--- src/rtl/stby_pkg.sv ---
package stby_pkg;
  typedef enum logic [2:0] {
    ST_OFF     = 3'd0,
    ST_RAIL_UP = 3'd1,
    ST_WAIT_SUS = 3'd2,
    ST_SOFT_OFF = 3'd3,
    ST_SHUTDOWN = 3'd4,
    ST_WAIT_DRAIN = 3'd5
  } state_e;
endpackage

--- src/rtl/stby_sync.sv ---
module stby_sync #(
  parameter int W      = 1,
  parameter int STAGES = 2
) (
  input  logic         clk_i,
  input  logic         rst_ni,
  input  logic [W-1:0] d_i,
  output logic [W-1:0] q_o
);
  logic [STAGES-1:0][W-1:0] stg_q;

  generate
    if (STAGES == 1) begin : g_one
      always_ff @(posedge clk_i or negedge rst_ni) begin
        if (!rst_ni) stg_q <= '0;
        else         stg_q <= d_i;
      end
    end else begin : g_chain
      always_ff @(posedge clk_i or negedge rst_ni) begin
        if (!rst_ni) stg_q <= '0;
        else         stg_q <= {stg_q[STAGES-2:0], d_i};
      end
    end
  endgenerate

  assign q_o = stg_q[STAGES-1];
endmodule

--- src/rtl/stby_tick.sv ---
module stby_tick #(
  parameter int DIV = 50000
) (
  input  logic clk_i,
  input  logic rst_ni,
  input  logic clr_i,
  output logic tick_o
);
  localparam int PW = (DIV > 1) ? $clog2(DIV) : 1;
  localparam logic [PW-1:0] LAST = PW'(DIV - 1);

  logic [PW-1:0] pre_q;

  assign tick_o = (pre_q == LAST);

  always_ff @(posedge clk_i or negedge rst_ni) begin
    if (!rst_ni)      pre_q <= '0;
    else if (clr_i)   pre_q <= '0;
    else if (tick_o)  pre_q <= '0;
    else              pre_q <= pre_q + 1'b1;
  end
endmodule

--- src/rtl/stby_ms_timer.sv ---
module stby_ms_timer #(
  parameter int CW = 8
) (
  input  logic          clk_i,
  input  logic          rst_ni,
  input  logic          clr_i,
  input  logic          tick_i,
  input  logic [CW-1:0] limit_i,
  output logic          expired_o
);
  logic [CW-1:0] cnt_q;

  assign expired_o = (cnt_q == limit_i);

  // saturates at the limit so a stale wait cannot wrap
  always_ff @(posedge clk_i or negedge rst_ni) begin
    if (!rst_ni)                      cnt_q <= '0;
    else if (clr_i)                   cnt_q <= '0;
    else if (tick_i && !expired_o)    cnt_q <= cnt_q + 1'b1;
  end
endmodule

--- src/rtl/stby_fsm.sv ---
module stby_fsm
  import stby_pkg::*;
(
  input  logic   clk_i,
  input  logic   rst_ni,
  input  logic   up_i,
  input  logic   off_i,
  input  logic   cpg_i,
  input  logic   susn_i,
  input  logic   dsw_i,
  input  logic   rpg_i,
  input  logic   expired_i,
  output state_e state_o,
  output logic   rail_en_o,
  output logic   rsm_rst_no,
  output logic   timeout_o,
  output logic   tmr_clr_o,
  output logic   sel_sus_o
);
  state_e state_q, nxt;
  logic   to_set, to_clr;
  logic   rail_q, rst_q, to_q;

  always_comb begin
    nxt    = state_q;
    to_set = 1'b0;
    to_clr = 1'b0;
    unique case (state_q)
      ST_OFF: begin
        if (up_i && !off_i) begin
          nxt    = ST_RAIL_UP;
          to_clr = 1'b1;
        end
      end
      ST_RAIL_UP: begin
        if (off_i)      nxt = ST_SHUTDOWN;
        else if (cpg_i) nxt = ST_WAIT_SUS;
      end
      ST_WAIT_SUS: begin
        if (off_i)          nxt = ST_SHUTDOWN;
        else if (susn_i)    nxt = ST_SOFT_OFF;
        else if (expired_i) begin
          nxt    = ST_OFF;
          to_set = 1'b1;
        end
      end
      ST_SOFT_OFF: begin
        if (off_i)        nxt = ST_SHUTDOWN;
        else if (!susn_i) nxt = ST_OFF;
      end
      ST_SHUTDOWN: nxt = ST_WAIT_DRAIN;
      ST_WAIT_DRAIN: begin
        if (!dsw_i || !rpg_i) nxt = ST_OFF;
        else if (expired_i) begin
          nxt    = ST_OFF;
          to_set = 1'b1;
        end
      end
      default: nxt = ST_OFF;
    endcase
  end

  assign tmr_clr_o = (nxt != state_q) && (nxt == ST_WAIT_SUS || nxt == ST_WAIT_DRAIN);
  assign sel_sus_o = (state_q == ST_WAIT_SUS);

  always_ff @(posedge clk_i or negedge rst_ni) begin
    if (!rst_ni) begin
      state_q <= ST_OFF;
      rail_q  <= 1'b0;
      rst_q   <= 1'b0;
      to_q    <= 1'b0;
    end else begin
      state_q <= nxt;
      rail_q  <= (nxt == ST_RAIL_UP) || (nxt == ST_WAIT_SUS) ||
                 (nxt == ST_SOFT_OFF) || (nxt == ST_SHUTDOWN);
      rst_q   <= (nxt == ST_WAIT_SUS) || (nxt == ST_SOFT_OFF);
      if (to_set)      to_q <= 1'b1;
      else if (to_clr) to_q <= 1'b0;
    end
  end

  assign state_o    = state_q;
  assign rail_en_o  = rail_q;
  assign rsm_rst_no = rst_q;
  assign timeout_o  = to_q;
endmodule

--- src/rtl/stby_pwr_ctrl.sv ---
module stby_pwr_ctrl
  import stby_pkg::*;
#(
  parameter int CLK_HZ      = 50_000_000,
  parameter int SUS_MS      = 250,
  parameter int DRAIN_MS    = 50,
  parameter int SYNC_STAGES = 2
) (
  input  logic       clk_i,
  input  logic       rst_ni,
  input  logic       pwr_up_i,
  input  logic       force_off_i,
  input  logic       core_pg_i,
  input  logic       sus_n_i,
  input  logic       dsw_ok_i,
  input  logic       rsm_pg_i,
  output logic       rail_en_o,
  output logic       rsm_rst_no,
  output logic [2:0] state_o,
  output logic       timeout_o
);
  localparam int TICK_DIV = CLK_HZ / 1000;
  localparam int MAX_MS   = (SUS_MS > DRAIN_MS) ? SUS_MS : DRAIN_MS;
  localparam int CW       = $clog2(MAX_MS + 1);
  localparam logic [CW-1:0] SUS_LIM   = CW'(SUS_MS);
  localparam logic [CW-1:0] DRAIN_LIM = CW'(DRAIN_MS);

  logic [5:0] raw, syn;
  logic up_s, off_s, cpg_s, susn_s, dsw_s, rpg_s;
  logic tick, expired, tmr_clr, sel_sus;
  state_e st;

  assign raw = {pwr_up_i, force_off_i, core_pg_i, sus_n_i, dsw_ok_i, rsm_pg_i};
  assign {up_s, off_s, cpg_s, susn_s, dsw_s, rpg_s} = syn;

  stby_sync #(.W(6), .STAGES(SYNC_STAGES)) u_sync (
    .clk_i(clk_i), .rst_ni(rst_ni), .d_i(raw), .q_o(syn)
  );

  stby_tick #(.DIV(TICK_DIV)) u_tick (
    .clk_i(clk_i), .rst_ni(rst_ni), .clr_i(tmr_clr), .tick_o(tick)
  );

  stby_ms_timer #(.CW(CW)) u_tmr (
    .clk_i(clk_i), .rst_ni(rst_ni), .clr_i(tmr_clr), .tick_i(tick),
    .limit_i(sel_sus ? SUS_LIM : DRAIN_LIM), .expired_o(expired)
  );

  stby_fsm u_fsm (
    .clk_i(clk_i), .rst_ni(rst_ni),
    .up_i(up_s), .off_i(off_s), .cpg_i(cpg_s), .susn_i(susn_s),
    .dsw_i(dsw_s), .rpg_i(rpg_s), .expired_i(expired),
    .state_o(st), .rail_en_o(rail_en_o), .rsm_rst_no(rsm_rst_no),
    .timeout_o(timeout_o), .tmr_clr_o(tmr_clr), .sel_sus_o(sel_sus)
  );

  assign state_o = st;
endmodule

--- config.mk ---
export PLATFORM = sky130hd
export DESIGN_NAME = stby_pwr_ctrl
export DESIGN_NICKNAME = d
export VERILOG_FILES = /design/src/rtl/stby_pkg.sv /design/src/rtl/stby_sync.sv /design/src/rtl/stby_tick.sv /design/src/rtl/stby_ms_timer.sv /design/src/rtl/stby_fsm.sv /design/src/rtl/stby_pwr_ctrl.sv
export SDC_FILE = /design/constraint.sdc
export NUM_CORES = 1
export LEC_CHECK = 0
export BUFFER_PORTS_ARGS = -buffer_cell sky130_fd_sc_hd__buf_4
export CAP_MARGIN = 20
export CORE_ASPECT_RATIO = 1.25
export CORE_MARGIN = 10
export CORE_UTILIZATION = 59
export DETAILED_ROUTE_END_ITERATION = 8
export MAX_ROUTING_LAYER = met4
export PLACE_DENSITY = 0.89
export SLEW_MARGIN = 30
export SYNTH_ARGS = -nofsm -noshare
export SYNTH_HDL_FRONTEND = slang
export SYNTH_SLANG_ARGS = --single-unit
--- constraint.sdc ---
create_clock -name clk_i -period 2.7 [get_ports clk_i]
set_input_delay 0 -clock clk_i [delete_from_list [all_inputs] [get_ports clk_i]]
set_output_delay 0 -clock clk_i [all_outputs]
set_load 0.05 [all_outputs]
Word-level counts from Yosys, hierarchy flattened
Cells that the tools add are included.
Widths: inputs -> output; s select.
{"block": "totals", "output_inout_bits": 6, "inputBits": 8, "wordCells": 63, "regBits": 42}
{"block": "op_classes", "eq_ne": 13, "n_reduce_logical": 16, "n_mux": 24, "n_addsub": 2}
{"cell": "$mux 16", "count": 2}
{"cell": "$mux 3", "count": 9}
{"cell": "$mux 8", "count": 3}
{"cell": "$pmux 3 s6", "count": 1}
{"cell": "$add 16x1->16 const B", "count": 1}
{"cell": "$eq 16x16->1 const B", "count": 1}
{"cell": "$eq 3x2->1 const B", "count": 4}
{"cell": "$eq 3x3->1 const B", "count": 4}
{"cell": "$add 8x1->8 const B", "count": 1}
{"cell": "$eq 8x8->1", "count": 1}
{"cell": "$mux 1", "count": 8}
{"cell": "$eq 3x1->1 const B", "count": 2}
{"cell": "$logic_or 1x1->1", "count": 6}
{"cell": "$logic_not 1->1", "count": 4}
{"cell": "$reduce_bool 2->1", "count": 2}
{"cell": "$logic_and 1x1->1", "count": 3}
{"cell": "$logic_not 3->1", "count": 1}
{"cell": "$ne 3x3->1", "count": 1}
{"cell": "$pmux 1 s2", "count": 1}

Longest topological paths before layout
Gate-level depths: netlist of the first run.
{"block": "depth", "depth_word": 11, "ltp_mapped": 8, "mapped_depth_nobuf": 7}

By module
Synthesis of the first run repeated with hierarchy kept, for this count alone.
{"block": "hier_totals", "cells_unflattened": 195, "area_unflattened_um2": 2079.5}
{"module": "stby_tick", "cells_per_inst": 84, "area_per_inst_um2": 822.0, "seq_area_each_um2": 400.4, "instances": 1}
{"module": "stby_ms_timer", "cells_per_inst": 55, "area_per_inst_um2": 548.0, "seq_area_each_um2": 200.2, "instances": 1}
{"module": "stby_fsm", "cells_per_inst": 36, "area_per_inst_um2": 356.6, "seq_area_each_um2": 150.1, "instances": 1}
{"module": "stby_sync", "cells_per_inst": 18, "area_per_inst_um2": 345.3, "seq_area_each_um2": 300.3, "instances": 1}
{"module": "stby_pwr_ctrl", "cells_per_inst": 2, "area_per_inst_um2": 7.5, "seq_area_each_um2": 0.0, "instances": 1}

Least setup slack after synthesis of the first run
OpenSTA, ideal clock, no wires.
{"block": "synth_timing", "kind": "register to register", "from": "reg u_fsm.state_q[0] (netlist: u_fsm.state_o[0])", "to": "reg u_tick.pre_q[14]", "n_path_buf": 2, "t_required_ns": 2.613, "path_stages_with_launch": 8, "setup_time_ns": 0.087, "slack_ns": 0.377, "synth_period_minus_slack_ns": 2.323, "arrival_time_ns": 2.236, "cell_sequence": "dfrtp_1 > buf_4 > nor3b_2 > mux2i_2 > o21bai_2 > a221o_1 > buf_6 > a211oi_2"}
{"block": "synth_via", "elab_chain_cells": 11, "elab_cells_between_ends": 24, "cone_classes": "eq/ne (9); mux (12); reduce/logical (3)"}
{"element": "start: declaration", "line": "stby_fsm.sv:20", "rtl": "state_e state_q, nxt;"}
{"element": "start signal: assignment", "line": "stby_fsm.sv:73", "rtl": "state_q <= nxt;"}
{"element": "$eq 3x2->1", "line": "stby_fsm.sv:28, stby_fsm.sv:64"}
{"element": "$mux 8", "line": "stby_pwr_ctrl.sv:46", "rtl": ".limit_i(sel_sus ? SUS_LIM : DRAIN_LIM), .expired_o(expired)"}
{"element": "$eq 8x8->1", "line": "stby_ms_timer.sv:13", "rtl": "assign expired_o = (cnt_q == limit_i);"}
{"element": "$mux 3", "line": "stby_fsm.sv:42, stby_fsm.sv:54"}
{"element": "$mux 3", "line": "stby_fsm.sv:41", "rtl": "else if (susn_i) nxt = ST_SOFT_OFF;"}
{"element": "$mux 3", "line": "stby_fsm.sv:40", "rtl": "if (off_i) nxt = ST_SHUTDOWN;"}
{"element": "$pmux 3 s6", "line": "stby_fsm.sv:28", "rtl": "unique case (state_q)"}
{"element": "$eq 3x2->1 or $eq 3x3->1 (tied branches)", "line": "stby_fsm.sv:63", "rtl": "assign tmr_clr_o = (nxt != state_q) && (nxt == ST_WAIT_SUS || nxt == ST_WAIT_DRAIN);"}
{"element": "$logic_or 1x1->1", "line": "stby_fsm.sv:63"}
{"element": "$logic_and 1x1->1 (*)", "line": "stby_fsm.sv:63"}
{"element": "$mux 16 (*)", "line": "stby_tick.sv:18", "rtl": "else if (clr_i) pre_q <= '0;"}
{"element": "end signal: assignment", "line": "stby_tick.sv:20", "rtl": "else pre_q <= pre_q + 1'b1;"}
{"element": "end: declaration", "line": "stby_tick.sv:12", "rtl": "logic [PW-1:0] pre_q;"}
Mark *: on every way between the ends. The rest lies on a longest branch, timed or not.
A chain may end at the register's enable or synchronous reset.

Worst setup path after layout of the first run
{"block": "layout_timing", "from": "reg u_tmr.cnt_q[0]", "to": "reg u_tmr.cnt_q[1]"}
{"block": "layout_via", "elab_chain_cells": 9, "elab_cells_between_ends": 17, "cone_classes": "add/sub (1); eq/ne (4); mux (7); reduce/logical (5)"}
{"element": "start: declaration", "line": "stby_ms_timer.sv:11", "rtl": "logic [CW-1:0] cnt_q;"}
{"element": "start signal: assignment", "line": "stby_ms_timer.sv:19", "rtl": "else if (tick_i && !expired_o) cnt_q <= cnt_q + 1'b1;"}
{"element": "$eq 8x8->1", "line": "stby_ms_timer.sv:13"}
{"element": "$mux 3", "line": "stby_fsm.sv:42, stby_fsm.sv:54"}
{"element": "$mux 3", "line": "stby_fsm.sv:41"}
{"element": "$mux 3", "line": "stby_fsm.sv:40"}
{"element": "$pmux 3 s6", "line": "stby_fsm.sv:28"}
{"element": "$eq 3x2->1 or $eq 3x3->1 (tied branches)", "line": "stby_fsm.sv:63"}
{"element": "$logic_or 1x1->1", "line": "stby_fsm.sv:63"}
{"element": "$logic_and 1x1->1", "line": "stby_fsm.sv:63"}
{"element": "$mux 8 or $reduce_bool 2->1 (tied branches)"}
Several ways; a longest one is shown, not always the timed one. The select of a mux whose other input is x is not followed.

==> results of run 1 <==
==> worst max-delay path, cell delays in order, from the launching register on <==
cell and delay (ns):
sky130_fd_sc_hd__dfrtp_1 0.40, sky130_fd_sc_hd__inv_1 0.11, sky130_fd_sc_hd__ha_1 0.16, sky130_fd_sc_hd__nand4b_1 0.25
sky130_fd_sc_hd__o21bai_2 0.30, sky130_fd_sc_hd__a221o_1 0.81, sky130_fd_sc_hd__a22oi_1 0.22
==> power by group <==
part | total [W] | internal [W] | switching, W
clock | 0.000417 | 0.000205 | 0.000212
combinational | 0.000632 | 0.000206 | 0.000426
sequential | 0.000792 | 0.000703 | 0.0000884
total | 0.00184 | 0.00111 | 0.000726
==> path summary, 6_finish.rpt <==
check	startpoint	end	slack [ns]	cells past startpoint
max	u_tmr.cnt_q[0]$_DFFE_PN0P_	u_tmr.cnt_q[1]$_DFFE_PN0P_	0.28	6
max in group asynchronous	rst_ni	u_sync.q_o[4]$_DFF_PN0_	2.13	2
min	rst_ni	u_tick.pre_q[14]$_DFF_PN0_	0.21	2
max reg2reg	u_tmr.cnt_q[0]$_DFFE_PN0P_	u_tmr.cnt_q[1]$_DFFE_PN0P_	0.28	6
min reg2reg	u_sync.stg_q[5]$_DFF_PN0_	u_sync.q_o[5]$_DFF_PN0_	0.36	0
min in group clk_i	u_sync.stg_q[5]$_DFF_PN0_	u_sync.q_o[5]$_DFF_PN0_	0.36	0
==> flip-flops by register name, summed over array words and instances, names as in the netlist <==
name and cells:
u_sync.q_o 6, u_fsm.rsm_rst_no 1, u_sync.stg_q 6, u_fsm.rail_en_o 1, u_fsm.timeout_o 1, u_tmr.cnt_q 8, u_fsm.state_o 3, u_tick.pre_q 16
==> cell usage in the layout (no fill, tap or decap), drive strengths merged, types with 2 or more instances in the layout <==
cell type / n
dfrtp: 42
a21oi: 19
buf: 16
xnor2: 13
nand2: 9
inv: 8
nor2: 8
and3: 7
nand3: 7
xor2: 7
dlygate4sd3: 7
a211oi: 7
nand4: 6
clkbuf: 6
o21ai: 5
nor3: 4
nand2b: 3
or2: 3
ha: 3
nand3b: 2
a21o: 2
o211ai: 2
nor4bb: 2
and4: 2
and2: 2
o2111ai: 2
a31oi: 2
==> synth_stat cells, types with 3 or more instances <==
cell type                  number
sky130_fd_sc_hd__xor2_1         7
sky130_fd_sc_hd__nand2b_1       3
sky130_fd_sc_hd__a211oi_1       4
sky130_fd_sc_hd__inv_1          8
sky130_fd_sc_hd__dfrtp_1       42
sky130_fd_sc_hd__nor2_1         8
sky130_fd_sc_hd__a21oi_1       19
sky130_fd_sc_hd__nand2_1        9
sky130_fd_sc_hd__nor3_1         4
sky130_fd_sc_hd__nand4_1        6
sky130_fd_sc_hd__or2_2          3
sky130_fd_sc_hd__buf_2          3
sky130_fd_sc_hd__o21ai_0        4
sky130_fd_sc_hd__and3_1         7
sky130_fd_sc_hd__nand3_1        7
sky130_fd_sc_hd__ha_1           3
sky130_fd_sc_hd__a211oi_2       3
sky130_fd_sc_hd__xnor2_1       13
==> repair_timing <==
item / CTS / global route
buffers inserted: 0 / 0
endpoints found under the hold margin: 48 / 0
hold buffers: 7 / 0
==> stage by stage <==
stage | hold WS (ns) | worst slack (ns) | total power [W] | std cells
floorplan | -0.296 | 0.377 | 0.00128 | 189
CTS | 0.226 | 0.294 | 0.00185 | 249
finish | 0.212 | 0.279 | 0.00184 | 249
global placement | 0.000428 | 0.463 | 0.00140 | 234
detailed placement | 0.0115 | 0.307 | 0.00143 | 234
global route | 0.242 | 0.0268 | 0.00195 | 249
==> kinds of logic (layout without fill, tap and decap cells) <==
group	after synthesis	in the layout
buf+inv	16	39
fa+ha+maj	3	3
simple gates	59	59
mux	1	1
compound gates	48	48
xor+xnor	20	20
flops	42	42
==> layout make-up <==
class	instances	area share (%)
clock buffers	6	3.57
clock inverters	2	0.541
multi-input cells	131	38.9
well taps	37	2.00
repair buffers	23	8.23
inverters	8	1.30
flip-flops and latches	42	45.5
==> metal layers <==
layer	vias up	part of all wire (%)
li1	721	-
met1	783	40
met2	49	54
met3	14	3.4
met4	0	3.2
met5	-	0
==> run summary, run 1 <==
- **top-area cell type share of the netlist area** 51.9%
- **Antenna Diode Count** 0
- **cell area after layout** 2310 um2
- **Die Wd** 72.4 um
- **required time of the critical path** 2.82 ns
- **count of TritonRoute iterations in the first routing pass** 4
- **clock tree buffer depth** 2
- **number of nets in the finished design** 222
- **number of violations reported at the end of detailed-routing iteration 0** 103
- **Worst setup SP type** register
- **largest area contributor in the synthesized netlist** sky130_fd_sc_hd__dfrtp_1
- **Max-Cap Viols** 0
- **result of the run** completed
- **Routability Congestion** 0.945
- **number of hold violations in the final report** 0
- **CP Capture Type** register
- **power density relative to cell area** 796 nW/um2
- **worst vdd rail ir drop** 0.956 mV
- **area of placed instances** 2150 um2
- **instance count of the mapped netlist** 189
- **sequential cell area** 1050 um2
- **post-detail-place hpwl** 2940 um
- **Post-Route WL** 4360 um
- **number of buffer cells added on primary ports** 13
- **post-route DRC violation count** 0
- **leak pwr** 1.02 nW
- **row cnt** 23
- **area occupied by multi-input gates** 900 um2
- **Post-Synth Adder-Cell Area** 1.86%
- **gr usage total** 15.6%
- **grt peak-use layer** met2
- **number of antenna violations at the first check in global routing** 0
- **vias in the first global route** 1677
- **fraction of the mapped netlist area in compound gates** 16.2%
- **Final TNS setup** 0 ns
- **Die Footprint** 6190 um2
- **number of setup violations in the final report** 0
- **unrepaired setup endpoints after global routing** no
- **Synth cell types** 44
- **FILL cells** 230
- **ratio of cells with drive above 1 in the final layout** 16.5%
- **clock latency on the worst-skew pair** 0.30 ns
- **clock tree from TritonCTS** built
- **synthesis warning total** 0
- **GR met3 Demand/Resource** 3.96%
- **grt ovf** 0
- **post-CTS resize count** 0
- **Routed Antenna Nets** 0
- **post-DR vias/cell** 6.29
- **CTS clock-pin slew for the worst setup and hold paths** 0.09 ns
- **Netlist Area Pre-Place** 2020 um2
- **htree depth** 2
- **CTS Root Cell** sky130_fd_sc_hd__clkbuf_8
- **total via count in the routed design** 1567
- **dominant combinational cell family by area after synthesis** simple AND/OR/NAND/NOR gates
- **sequential cell area fraction in the yosys report** 51.9%
- **XOR/XNOR share of the synthesized area** 8.66%
- **die extent in y** 85.5 um
- **Routed WL per cell** 17.5 um
- **wire length of the first global-routing pass** 7550 um
- **synthesized area per cell** 10.7 um2
- **measured slew at the worst slew-check pin** 0.933 ns
- **Core Footprint** 3250 um2
- **area growth from synthesis to layout** 14.3%
- **met2 layer usage reported by global route** 25.8%
- **basic-gate share of the synthesized area counting and, or, nand and nor cells** 16.8%
- **fraction of synthesized area in multiplexers** 0.680%
- **Syn Nets** 200
- **Post-synth top flop** sky130_fd_sc_hd__dfrtp_1
- **ranking of synthesized cells by area** sky130_fd_sc_hd__dfrtp_1 52%, sky130_fd_sc_hd__xnor2_1 5.6%, sky130_fd_sc_hd__a21oi_1 4.7%
- **Worst Hold Class** input port to async pin
- **share of flip-flops with an asynchronous set or reset after synthesis** 100%
- **CP Data Arrival Time** 2.54 ns
- **number of sinks on the clock net** 42
- **starting density of the core** 62.2%
- **share of the core filled with cells in the final layout** 71.1%
- **top achievable clock speed** 0.413 GHz
- **maximum number of pins on one net before global-route repair** 43
- **number of synthesized flops with an enable pin** 0
- **Final Max Tran Viols** 0
- **routing usage on met1** 16.2%
- **worst rel slew slack** 37.8%
- **number of CTS-inserted buffers** 5
- **final critical-path share of the clock period** 89.7%
- **# IOs** 14
- **largest clock skew in the final design** 0.0130 ns
- **crit-path max FO** 24
- **class of the most critical setup path** register to register
- **fin crit period** 2.42 ns
- **number of synthesized register bits** 42
Power figures use the tool's default switching activity.
==> run 2: changes to the inputs <==
- RECOVER_POWER: not set -> 50
==> run 2 against run 1 <==
  * The flow now finishes with violations (capacitance limit, slew limit)
  * Sequential power about the same
  * Setup slack is essentially flat
  * Die area is the same
  * Power hardly changed
  * Fmax is essentially flat
  * Critical path depth unchanged
  * Combinational power barely moved
  * Clock power barely moved
  * Sequential cell count is the same
  * First-iteration DRC count unchanged
  * Largest cell class unchanged
==> run summary, run 2 (synthesized netlist as in run 1, its figures left out) <==
- **gr usage total** 15.6%, unchanged
- **# IOs** 14, unchanged
- **crit-path max FO** 24, unchanged
- **pre-CTS setup slack** 0.307 ns, unchanged
- **Antenna Diode Count** 0, unchanged
- **starting density of the core** 62.2%, unchanged
- **most common cell after layout, fill and taps aside** sky130_fd_sc_hd__dfrtp_1
- **largest clock skew in the final design** 0.0130 ns, -0.0000168 ns
- **Max-Cap Viols** 1, +1
- **total via count in the routed design** 1567, unchanged
- **class of the most critical setup path** register to register
- **power density relative to cell area** 797 nW/um2, +0.10%
- **worst rel slew slack** -42.0%, -80 points
- **maximum number of pins on one net before global-route repair** 43, unchanged
- **number of setup violations in the final report** 0, unchanged
- **final critical-path share of the clock period** 89.7%, about the same
- **Die Wd** 72.4 um, unchanged
- **post-DR vias/cell** 6.29, unchanged
- **CP Capture Type** register
- **post-route insts no fill** 249, unchanged
- **placed cell count** 234, unchanged
- **number of nets in the finished design** 222, unchanged
- **final worst-path setup slack** 0.279 ns, +0.0000280 ns
- **failing checks** capacitance limit, slew limit
- **post-detail-place hpwl** 2940 um, unchanged
- **post-route DRC violation count** 0, unchanged
- **Post-Route WL** 4350 um, -0.21%
- **max FFs per register** 16, unchanged
- **number of antenna violations at the first check in global routing** 0, unchanged
- **Worst Hold Class** register to register
- **required time of the critical path** 2.82 ns, about the same
- **grt peak-use layer** met2
- **unrepaired setup endpoints after global routing** no
- **met2 layer usage reported by global route** 25.8%, unchanged
- **wire length of the first global-routing pass** 7550 um, unchanged
- **htree depth** 2, unchanged
- **Die Footprint** 6190 um2, unchanged
- **number of violations reported at the end of detailed-routing iteration 0** 103, unchanged
- **Final Max Tran Viols** 43, +43
- **CTS clock-pin slew for the worst setup and hold paths** 0.07 ns, -0.02 ns
- **die extent in y** 85.5 um, unchanged
- **leak pwr** 1.02 nW, -0.47%
- **Core Footprint** 3250 um2, unchanged
- **Routed Antenna Nets** 0, unchanged
- **vias in the first global route** 1677, unchanged
- **ratio of cells with drive above 1 in the final layout** 16.0%, -0.47 points
- **count of TritonRoute iterations in the first routing pass** 4, unchanged
- **highest-count cells in the layout ignoring fill and taps** 42 x sky130_fd_sc_hd__dfrtp_1, 19 x sky130_fd_sc_hd__a21oi_1, 13 x sky130_fd_sc_hd__xnor2_1
- **CP Data Arrival Time** 2.54 ns, about the same
- **number of sinks on the clock net** 42, unchanged
- **registers with the most flip-flops** u_tick.pre_q (16), u_tmr.cnt_q (8)
- **area growth from synthesis to layout** 14.1%
- **Routability Congestion** 0.945, unchanged
- **routing usage on met1** 16.2%, unchanged
- **number of hold-repair buffers added at the cts stage** 7, unchanged
- **number of buffer cells added on primary ports** 13, unchanged
- **top register by number of flip-flops** u_tick.pre_q
- **measured slew at the worst slew-check pin** 2.13 ns, +1.20 ns
- **Final TNS setup** 0 ns, unchanged
- **number of hold violations in the final report** 0, unchanged
- **GR met3 Demand/Resource** 3.96%, unchanged
- **clock tree from TritonCTS** built
- **CTS Root Cell** sky130_fd_sc_hd__clkbuf_8
- **post-CTS resize count** 0, unchanged
- **Worst setup SP type** register
- **Setup Buffers After CTS** 0, unchanged
- **worst vdd rail ir drop** 0.956 mV, about the same
- **top achievable clock speed** 0.413 GHz, about the same
- **fin crit period** 2.42 ns, -0.0000280 ns
- **grt ovf** 0, unchanged
- **result of the run** finished with violations
- **Routed WL per cell** 17.5 um, -0.21%
- **row cnt** 23, unchanged
- **number of CTS-inserted buffers** 5, unchanged
- **clock latency on the worst-skew pair** 0.30 ns, about the same
- **clock tree buffer depth** 2, unchanged
==> run 2: cell count changes in the layout (fill, tap and decap cells not counted), sizes merged <==
cell / change
buf: -7
clkbuf: +7
==> run 2: report_power, final <==
| part | switching (W) | internal, W | total [W] |
|---|---|---|---|
| Combinational | 0.000426 | 0.000205 | 0.000631 |
| Clock | 0.000212 | 0.000205 | 0.000417 |
| Sequential | 0.0000884 | 0.000703 | 0.000792 |
==> run 2: cell type report <==
cell class	instances	area [um2]
Clock buffer	6	82.6
Clock inverter	2	12.5
Fill cell	230	943
Inverter	8	30.0
Multi-Input combinational cell	131	900
Sequential cell	42	1050
Tap cell	37	46.3
Timing Repair Buffer	23	186
==> run 2: metrics by stage <==
step	cell area (um2)	hold WS (ns)	power (W)	utilization, %
CTS	2310	0.226	0.00185	71.1
finish	2310	0.356	0.00184	71.0
global route	2310	0.366	0.00195	71.0
global placement	2150	0.000428	0.00140	66.0
detailed placement	2150	0.0115	0.00143	66.0
floorplan	2020	-0.296	0.00128	-
==> run 2: final timing paths <==
path / start / to / slack [ns] / depth (start not counted)
setup / recovery: u_tmr.cnt_q[0]$_DFFE_PN0P_ / u_tmr.cnt_q[1]$_DFFE_PN0P_ / 0.28 / 6
hold / removal: u_sync.stg_q[5]$_DFF_PN0_ / u_sync.q_o[5]$_DFF_PN0_ / 0.36 / 0
max in group asynchronous: rst_ni / u_sync.stg_q[4]$_DFF_PN0_ / 0.62 / 2
setup reg to reg: u_tmr.cnt_q[0]$_DFFE_PN0P_ / u_tmr.cnt_q[1]$_DFFE_PN0P_ / 0.28 / 6
min in group asynchronous: rst_ni / u_tick.pre_q[14]$_DFF_PN0_ / 0.86 / 2
hold reg to reg: u_sync.stg_q[5]$_DFF_PN0_ / u_sync.q_o[5]$_DFF_PN0_ / 0.36 / 0
==> run 2: worst max-delay path: stages, from the launching register on <==
cell                       delay, ns
sky130_fd_sc_hd__dfrtp_1        0.40
sky130_fd_sc_hd__inv_1          0.11
sky130_fd_sc_hd__ha_1           0.16
sky130_fd_sc_hd__nand4b_1       0.25
sky130_fd_sc_hd__o21bai_2       0.30
sky130_fd_sc_hd__a221o_1        0.81
sky130_fd_sc_hd__a22oi_1        0.22
==> run 2: per-layer routing <==
layer	routed length (um)	up-vias
met5	0	-
met4	141	0
met3	151	14
met2	2340	49
met1	1720	783
li1	-	721
